File: src/rtl/tbp_pkg.sv
package tbp_pkg;

  typedef enum logic [2:0] {
    TBP_IDLE,
    TBP_REQ,
    TBP_WAIT,
    TBP_DONE,
    TBP_FAIL
  } tbp_state_e;

endpackage

File: src/rtl/tbp_pair_cmp.sv
// Holds the toggle bit of the first read of a pair and compares it with the
// second read. Only one flop of storage is kept.
module tbp_pair_cmp #(
  parameter int DW      = 8,
  parameter int TOG_BIT = 6,
  parameter int LIM_BIT = 5
) (
  input  logic          clk,
  input  logic          rst_n,
  input  logic          cap_en,
  input  logic [DW-1:0] smp,
  output logic          toggled,
  output logic          lim_set
);

  localparam logic [DW-1:0] TOG_MASK = DW'(1) << TOG_BIT;
  localparam logic [DW-1:0] LIM_MASK = DW'(1) << LIM_BIT;

  logic tog_now;
  logic first_q;
  logic first_d;

  assign tog_now = |(smp & TOG_MASK);
  assign lim_set = |(smp & LIM_MASK);
  assign first_d = cap_en ? tog_now : first_q;

  always_ff @(posedge clk or negedge rst_n) begin
    if (!rst_n) first_q <= 1'b0;
    else        first_q <= first_d;
  end

  assign toggled = first_q ^ tog_now;

endmodule

File: src/rtl/tbp_pair_count.sv
// Counts compared pairs since start and flags when the ceiling is reached
// by the pair being compared now.
module tbp_pair_count #(
  parameter int CW = 16
) (
  input  logic          clk,
  input  logic          rst_n,
  input  logic          clr,
  input  logic          inc,
  input  logic [CW-1:0] limit,
  output logic          at_limit
);

  localparam logic [CW-1:0] CNT_MAX = {CW{1'b1}};

  logic [CW-1:0] cnt_q;
  logic [CW-1:0] cnt_d;
  logic [CW:0]   cnt_plus;

  assign cnt_plus = {1'b0, cnt_q} + (CW+1)'(1);
  assign at_limit = cnt_plus >= {1'b0, limit};

  always_comb begin
    cnt_d = cnt_q;
    if (clr)                          cnt_d = '0;
    else if (inc && cnt_q != CNT_MAX) cnt_d = cnt_plus[CW-1:0];
  end

  always_ff @(posedge clk or negedge rst_n) begin
    if (!rst_n) cnt_q <= '0;
    else        cnt_q <= cnt_d;
  end

endmodule

File: src/rtl/tbp_poll_fsm.sv
// Sequencing of read pairs, the confirming pair after the limit bit,
// restart with discard of an in-flight response, and outcome selection.
module tbp_poll_fsm
  import tbp_pkg::*;
(
  input  logic       clk,
  input  logic       rst_n,
  input  logic       start,
  input  logic       rd_valid,
  input  logic       toggled,
  input  logic       lim_set,
  input  logic       at_limit,
  output tbp_state_e state,
  output logic       cap_en,
  output logic       cnt_clr,
  output logic       cnt_inc,
  output logic       accept,
  output logic       tmo
);

  tbp_state_e st_q, st_d;
  logic idx_q, idx_d;     // 0: first read of pair pending, 1: second
  logic rck_q, rck_d;     // confirming pair in progress
  logic drop_q, drop_d;   // discard next response
  logic tmo_q, tmo_d;

  assign accept = start && (st_q != TBP_FAIL);

  always_comb begin
    st_d    = st_q;
    idx_d   = idx_q;
    rck_d   = rck_q;
    drop_d  = drop_q;
    tmo_d   = tmo_q;
    cap_en  = 1'b0;
    cnt_clr = 1'b0;
    cnt_inc = 1'b0;
    unique case (st_q)
      TBP_IDLE, TBP_DONE, TBP_FAIL: begin
        st_d = TBP_IDLE;
        if (accept) begin
          st_d    = TBP_REQ;
          idx_d   = 1'b0;
          rck_d   = 1'b0;
          drop_d  = 1'b0;
          tmo_d   = 1'b0;
          cnt_clr = 1'b1;
        end
      end
      TBP_REQ: begin
        st_d = TBP_WAIT;
        if (start) begin
          idx_d   = 1'b0;
          rck_d   = 1'b0;
          drop_d  = 1'b1;
          cnt_clr = 1'b1;
        end
      end
      TBP_WAIT: begin
        if (start) begin
          idx_d   = 1'b0;
          rck_d   = 1'b0;
          cnt_clr = 1'b1;
          if (rd_valid) begin
            drop_d = 1'b0;
            st_d   = TBP_REQ;
          end else begin
            drop_d = 1'b1;
          end
        end else if (rd_valid) begin
          if (drop_q) begin
            drop_d = 1'b0;
            st_d   = TBP_REQ;
          end else if (!idx_q) begin
            cap_en = 1'b1;
            idx_d  = 1'b1;
            st_d   = TBP_REQ;
          end else begin
            cnt_inc = 1'b1;
            idx_d   = 1'b0;
            if (!toggled) begin
              st_d = TBP_DONE;
            end else if (rck_q) begin
              tmo_d = 1'b0;
              st_d  = TBP_FAIL;
            end else if (lim_set) begin
              rck_d = 1'b1;
              st_d  = TBP_REQ;
            end else if (at_limit) begin
              tmo_d = 1'b1;
              st_d  = TBP_FAIL;
            end else begin
              st_d = TBP_REQ;
            end
          end
        end
      end
      default: st_d = TBP_IDLE;
    endcase
  end

  always_ff @(posedge clk or negedge rst_n) begin
    if (!rst_n) begin
      st_q   <= TBP_IDLE;
      idx_q  <= 1'b0;
      rck_q  <= 1'b0;
      drop_q <= 1'b0;
      tmo_q  <= 1'b0;
    end else begin
      st_q   <= st_d;
      idx_q  <= idx_d;
      rck_q  <= rck_d;
      drop_q <= drop_d;
      tmo_q  <= tmo_d;
    end
  end

  assign state = st_q;
  assign tmo   = tmo_q;

endmodule

File: src/rtl/tbp_poller.sv
module tbp_poller
  import tbp_pkg::*;
#(
  parameter int              AW        = 17,
  parameter int              DW        = 8,
  parameter int              CW        = 16,
  parameter int              TOG_BIT   = 6,
  parameter int              LIM_BIT   = 5,
  parameter logic [DW-1:0]   RESET_CMD = 'hF0
) (
  input  logic          clk,
  input  logic          rst_n,
  input  logic          start,
  input  logic [AW-1:0] poll_addr,
  input  logic [CW-1:0] poll_limit,
  output logic          rd_req,
  output logic [AW-1:0] rd_addr,
  input  logic [DW-1:0] rd_data,
  input  logic          rd_valid,
  output logic          done,
  output logic          err,
  output logic          err_timeout,
  output logic          wr_req,
  output logic [AW-1:0] wr_addr,
  output logic [DW-1:0] wr_data
);

  tbp_state_e    state;
  logic          cap_en;
  logic          cnt_clr;
  logic          cnt_inc;
  logic          accept;
  logic          tmo;
  logic          toggled;
  logic          lim_set;
  logic          at_limit;
  logic [AW-1:0] addr_q;
  logic [AW-1:0] addr_d;

  tbp_poll_fsm u_fsm (
    .clk      (clk),
    .rst_n    (rst_n),
    .start    (start),
    .rd_valid (rd_valid),
    .toggled  (toggled),
    .lim_set  (lim_set),
    .at_limit (at_limit),
    .state    (state),
    .cap_en   (cap_en),
    .cnt_clr  (cnt_clr),
    .cnt_inc  (cnt_inc),
    .accept   (accept),
    .tmo      (tmo)
  );

  tbp_pair_cmp #(
    .DW      (DW),
    .TOG_BIT (TOG_BIT),
    .LIM_BIT (LIM_BIT)
  ) u_cmp (
    .clk     (clk),
    .rst_n   (rst_n),
    .cap_en  (cap_en),
    .smp     (rd_data),
    .toggled (toggled),
    .lim_set (lim_set)
  );

  tbp_pair_count #(
    .CW (CW)
  ) u_cnt (
    .clk      (clk),
    .rst_n    (rst_n),
    .clr      (cnt_clr),
    .inc      (cnt_inc),
    .limit    (poll_limit),
    .at_limit (at_limit)
  );

  assign addr_d = accept ? poll_addr : addr_q;

  always_ff @(posedge clk or negedge rst_n) begin
    if (!rst_n) addr_q <= '0;
    else        addr_q <= addr_d;
  end

  assign rd_req      = (state == TBP_REQ);
  assign rd_addr     = addr_q;
  assign done        = (state == TBP_DONE);
  assign err         = (state == TBP_FAIL);
  assign err_timeout = (state == TBP_FAIL) && tmo;
  assign wr_req      = (state == TBP_FAIL);
  assign wr_addr     = addr_q;
  assign wr_data     = RESET_CMD;

endmodule

File: config.mk
export PLATFORM = sky130hd
export DESIGN_NAME = tbp_poller
export DESIGN_NICKNAME = d
export VERILOG_FILES = /design/src/rtl/tbp_pkg.sv /design/src/rtl/tbp_pair_cmp.sv /design/src/rtl/tbp_pair_count.sv /design/src/rtl/tbp_poll_fsm.sv /design/src/rtl/tbp_poller.sv
export SDC_FILE = /design/constraint.sdc
export NUM_CORES = 1
export LEC_CHECK = 0
export BUFFER_PORTS_ARGS = -buffer_cell sky130_fd_sc_hd__buf_2
export CORE_UTILIZATION = 51
export CTS_BUF_LIST = sky130_fd_sc_hd__clkbuf_16
export DETAILED_ROUTE_END_ITERATION = 10
export GPL_TIMING_DRIVEN = 0
export PLACE_DENSITY = 0.89
export SYNTH_ARGS = -nofsm -noshare
export SYNTH_HDL_FRONTEND = slang
export SYNTH_HIERARCHICAL = 1
export SYNTH_SLANG_ARGS = --single-unit
File: constraint.sdc
create_clock -name clk -period 3.7 [get_ports clk]
set_input_delay 0.185 -clock clk [delete_from_list [all_inputs] [get_ports clk]]
set_output_delay 0.185 -clock clk [all_outputs]
set_load 0.01 [all_outputs]
Word-level counts from Yosys, hierarchy flattened
Cells that the tools add are included.
W data, S select, Z words.
{"block": "word_totals", "out_inout_bits": 47, "elab_cells": 97, "in_bits": 45, "register_bits": 41}
{"block": "classes", "n_addsub": 1, "n_reduce_logical": 13, "n_eq_ne": 19, "n_bitwise": 1, "n_lt_le_gt_ge": 1, "n_mux": 54}
{"operator": "$mux W1", "n": 37}
{"operator": "$mux W16", "n": 2}
{"operator": "$mux W3", "n": 9}
{"operator": "$add A16 B1 Y17 const B", "n": 1}
{"operator": "$ge A17 B16 Y1", "n": 1}
{"operator": "$ne A16 B16 Y1 const B", "n": 1}
{"operator": "$ne A3 B2 Y1 const B", "n": 4}
{"operator": "$ne A2 B2 Y1 const B", "n": 5}
{"operator": "$ne A3 B3 Y1 const B", "n": 3}
{"operator": "$pmux W1 S3", "n": 3}
{"operator": "$pmux W3 S3", "n": 1}
{"operator": "$reduce_and A9 Y1", "n": 1}
{"operator": "$reduce_and A7 Y1", "n": 1}
{"operator": "$eq A3 B2 Y1 const B", "n": 2}
{"operator": "$reduce_and A5 Y1", "n": 1}
{"operator": "$ne A2 B1 Y1 const B", "n": 2}
{"operator": "$pmux W1 S2", "n": 2}
{"operator": "$reduce_and A4 Y1", "n": 1}
{"operator": "$reduce_bool A2 Y1", "n": 2}
{"operator": "$eq A3 B1 Y1 const B", "n": 1}
{"operator": "$eq A3 B3 Y1 const B", "n": 1}
{"operator": "$logic_and A1 B1 Y1", "n": 3}
{"operator": "$logic_not A3 Y1", "n": 1}
{"operator": "$reduce_bool A3 Y1", "n": 1}
{"operator": "3 further kinds", "n": 3}

Logic depth before layout (Yosys ltp)
{"block": "depth", "depth_word": 11, "mapped_depth": 15, "ltp_nobuf": 15}

Cells and area by module
Netlist, hierarchy kept.
{"module": "tbp_pair_count", "area_per_inst_um2": 1410.1, "seq_area_each_um2": 400.4, "cells_each": 169, "n_inst": 1}
{"module": "tbp_poller", "area_per_inst_um2": 922.1, "seq_area_each_um2": 425.4, "cells_each": 68, "n_inst": 1}
{"module": "tbp_poll_fsm", "area_per_inst_um2": 430.4, "seq_area_each_um2": 175.2, "cells_each": 48, "n_inst": 1}
{"module": "tbp_pair_cmp", "area_per_inst_um2": 56.3, "seq_area_each_um2": 25.0, "cells_each": 4, "n_inst": 1}

Worst setup path after synthesis
No wires, ideal clock.
{"block": "synth_timing", "path_type": "reg2reg", "start": "register u_cnt.cnt_q[0]", "end": "register u_fsm.tmo_q, in the netlist u_fsm/tmo", "setup_ps": 122, "arrival_time_ps": 3041, "slack_ps": 537, "stages_incl_launch_ff": 15, "path_buffers": 0, "t_required_ps": 3578, "synth_period_minus_slack_ps": 3163, "cell_sequence": "dfrtp_1 ha_1 inv_1 nor4_1 nand3_1 xnor2_1 ha_1 a21o_1 a221o_1 a31oi_1 o211ai_1 nor2b_1 o21ai_1 a211o_1 nand3_2"}
{"block": "synth_between", "elab_chain_len": 4}
{"element": "start, declared", "line_no": "tbp_pair_count.sv:16", "rtl": "logic [CW-1:0] cnt_q;"}
{"element": "start signal, assigned", "line_no": "tbp_pair_count.sv:31", "rtl": "else cnt_q <= cnt_d;"}
{"element": "$add A16 B1 Y17", "line_no": "tbp_pair_count.sv:20", "rtl": "assign cnt_plus = {1'b0, cnt_q} + (CW+1)'(1);"}
{"element": "$ge A17 B16 Y1", "line_no": "tbp_pair_count.sv:21", "rtl": "assign at_limit = cnt_plus >= {1'b0, limit};"}
{"element": "net at_limit", "line_no": "tbp_poller.sv:36", "rtl": "logic at_limit;"}
{"element": "$ne A3 B2 Y1 (no line)"}
{"element": "$reduce_and A9 Y1 (no line)"}
{"element": "end signal, assigned", "line_no": "tbp_poll_fsm.sv:114", "rtl": "tmo_q <= tmo_d;"}
{"element": "end, declared", "line_no": "tbp_poll_fsm.sv:25", "rtl": "logic tmo_q, tmo_d;"}
The timed path passes the listed nets, and every way through them passes these cells.
A chain may end at the register's enable or synchronous reset.

Worst setup path in the final report
{"block": "layout_timing", "start": "register u_cnt.cnt_q[1]", "end": "register u_fsm.tmo_q, in the netlist u_fsm/tmo"}
The elaborated chain is that of the path after synthesis.

==> results.py <==
metrics = {
    "timing": {
        "fin_crit_sh": 0.954,
        "maxSlewHeadroom": 0.391,
        "fin_ws_ns": 0.169,
        "layout_min_cycle_time_ns": 3.53,
        "worst_pin_slew_ns": 0.914,
        "hold_viol": 0,
        "clock_skew_ns": 0.00396,
        "maxSlewViolCount": 0,
        "setup_viol": 0,
        "setup_tns_ns": 0,
        "max_freq_mhz": 283,
    },
    "worst_setup_path": {
        "crit_family": "compound AO/OA/AOI/OAI gates",
        "cp_data_arrival_time_ns": 3.70,
        "startpoint": "u_cnt/cnt_q[1]$_DFFE_PN0P_",
        "start_kind": "register",
        "reg2reg_depth": 14,
        "max_stage_delay_ns": 0.48,
        "rrSetupSlack_ns": 0.17,
        "crit_path_end_kind": "register",
        "worst-path-buf-inv": 1,
        "worstSetupEndpoint": "u_fsm/tmo$_DFFE_PN0P_",
        "cp_cell_sequence": "ha_2 > inv_1 > nor4_4 > nand3_1 > xnor2_1 > ha_1 > a21o_1 > a221o_1 > a31oi_1 > o211ai_1 > nor2b_1 > o21ai_1 > a211o_1 > nand3_2",
        "cp.required_ns": 3.87,
        "worstPathMaxFanout": 7,
        "critical_path_class": "register to register",
        "path_depth": 14,
        "cp_slowest_cell": "dfrtp_1",
        "r2r_start": "u_cnt/cnt_q[1]$_DFFE_PN0P_",
        "r2r-end": "u_fsm/tmo$_DFFE_PN0P_",
    },
    "cts": {
        "cts_buffers": 5,
        "cts_hold_buf": 0,
        "clkTransAtPathRegs_ns": 0.06,
        "post_cts_resize_count": 1,
        "clock_latency_ns": 0.28,
        "ctsHtreeMaxLevel": 2,
        "clockRootBuffer": "clkbuf_16",
        "numClockSinks": 41,
        "tritoncts": "done",
        "post_cts_buffers": 0,
        "clk_path_buf_depth": 2,
    },
    "grt": {
        "antenna_found_initial": 0,
        "grt_use_total": 0.227,
        "overflow": 0,
        "grt_pass1_wl_um": 10600,
        "first_global_vias": 2424,
        "grt_max_degree": 42,
    },
    "placement": {
        "portBuffers": 76,
        "place.gp.congestion": 0.882,
        "post-dp-hpwl_um": 4680,
        "placed_cell_area_um2": 3310,
        "post-place-cells": 441,
        "dp_slack_ns": -0.100,
    },
    "pwr": {
        "combPwrFrac": 0.244,
        "switching_power_mw": 0.378,
        "ir_worst_vdd_mv": 0.275,
        "power.density_nw_per_um2": 388,
        "pwr-share-seq": 0.405,
        "p_int_mw": 0.980,
        "p_leak_nw": 1.84,
        "power.total_mw": 1.36,
        "p_clk_frac": 0.351,
        "swShare": 0.278,
    },
    "floorplanning": {
        "core_um2": 5200,
        "die_w_um": 76.3,
        "die-area_um2": 5830,
        "dieHeight_um": 76.3,
        "initial_core_util": 0.542,
        "row_count": 26,
        "floorplan.io_pins": 92,
    },
    "logic_synthesis": {
        "synth_area_leaders": "dfrtp_1 36%, ha_1 7.5%, buf_4 7.2%",
        "avgSynthCellArea_um2": 9.75,
        "synth_cell_types": 50,
        "synth_top_cell_area_share": 0.364,
        "synth_most_common_cell": "dfrtp_1",
        "synth_seq_cells": 41,
        "yosys_warnings": 6,
        "synth_common_cells": "41 x dfrtp_1, 27 x buf_4, 21 x a21oi_1, 17 x ha_1, 17 x inv_1",
        "syn-cell-area_um2": 2820,
        "synth-edff-count": 0,
        "postSynth.asyncResetShare": 1.00,
        "netlist_instances": 289,
        "synthFlopType": "dfrtp_1",
        "synth_area_leader_cell": "dfrtp_1",
        "yosysSeqAreaShare": 0.364,
    },
    "min_path": {
        "hold_class": "input pin to asynchronous set/reset pin",
    },
    "cells_and_area": {
        "stdcell_area_um2": 3500,
        "syn_to_final_growth_pct": 24.1,
        "nets": 440,
        "antennaDiodeCount": 0,
        "stdcell_count": 448,
        "drive_above_1_share": 0.386,
    },
    "drt": {
        "route.detailed.drc": 0,
        "firstDrtPassIters": 4,
        "drt_iter0_markers": 130,
        "vias": 2383,
        "wire_per_inst_um": 13.9,
        "ant_nets": 0,
        "viasPerCell": 5.32,
        "route.final.wire_length_um": 6240,
    },
    "flow_run": {
        "maxCapViolCount": 0,
    },
    "run_status": {
        "status": "complete, no violations",
    },
}
==> flip-flops by register name, indices dropped and copies added, names as in the netlist <==
name / flops
u_fsm/rck_q: 1
rd_addr: 17
u_fsm/tmo: 1
u_cnt/cnt_q: 16
u_fsm/state: 3
u_cmp/first_q: 1
u_fsm/idx_q: 1
u_fsm/drop_q: 1
==> stage by stage <==
stage	hold WS, ns	util
after global placement	0.368	0.636
after floorplan	-0.111	-
after detailed placement	0.372	0.636
final	0.0372	0.672
after CTS	0.0754	0.668
after global routing	0.120	0.672
==> layout make-up <==
class,instances,area [um^2]
Sequential cell,41,1030
Clock buffer,5,125
Multi-Input combinational cell,200,1500
Tap cell,70,87.6
Buffer,37,282
Timing Repair Buffer,76,380
Inverter,17,63.8
Fill cell,411,1710
Clock inverter,2,35.0
==> kinds of logic after synthesis <==
group,count (synthesis),share of synthesized area
simple gates,87,0.176
buf+inv,54,0.122
compound gates,48,0.103
flops,41,0.364
mux,21,0.0972
xor+xnor,19,0.0590
fa+ha+maj,17,0.0755
other cells,2,0.00266
==> worst reg2reg max path, delay by kind of cell (launching register included) <==
kind	cells	cell delay (ns)
buffers and inverters	1	0.12
and+or+nand+nor	4	0.78
DFF	1	0.48
adders and majority gates	2	0.56
xor gates and xnor gates	1	0.19
AOI/OAI and AO/OA	6	1.29
==> worst min path at each step <==
stage,to,slack (ns),depth (start not counted)
finish,rd_addr[12]$_DFFE_PN0P_,0.04,1
global placement,rd_addr[1]$_DFFE_PN0P_,0.37,1
floorplan,rd_addr[0]$_DFFE_PN0P_,-0.11,0
CTS,rd_addr[12]$_DFFE_PN0P_,0.08,1
detailed placement,rd_addr[12]$_DFFE_PN0P_,0.37,1
global route,rd_addr[0]$_DFFE_PN0P_,0.12,1
==> power by group through the flow <==
| stage | logic (mW) | registers, mW | clock network, mW |
|---|---|---|---|
| final | 0.331 | 0.550 | 0.477 |
| after CTS | 0.332 | 0.550 | 0.485 |
| after global routing | 0.363 | 0.559 | 0.505 |
| after global placement | 0.315 | 0.553 | 0 |
| after floorplan | 0.215 | 0.554 | 0 |
| after detailed placement | 0.330 | 0.558 | 0 |
==> routing by layer <==
metal | wire length [um] | vias up | global-route usage | part of all wire
li1 | - | 1148 | - | -
met1 | 2450 | 1143 | 0.243 | 0.39
met2 | 3350 | 76 | 0.427 | 0.54
met3 | 265 | 16 | 0.0443 | 0.042
met4 | 165 | 0 | 0.102 | 0.026
met5 | 0 | - | 0 | 0
==> layout by cell type (no fill, tap or decap), types with 11 or more instances in the layout <==
cell type	n
buf_2	78
dfrtp_1	40
buf_4	27
a21oi_1	21
inv_1	17
nor2_1	16
ha_1	16
nand2_1	14
xor2_1	12
mux2_4	11
No activity file was read; power rests on OpenSTA's default activity.
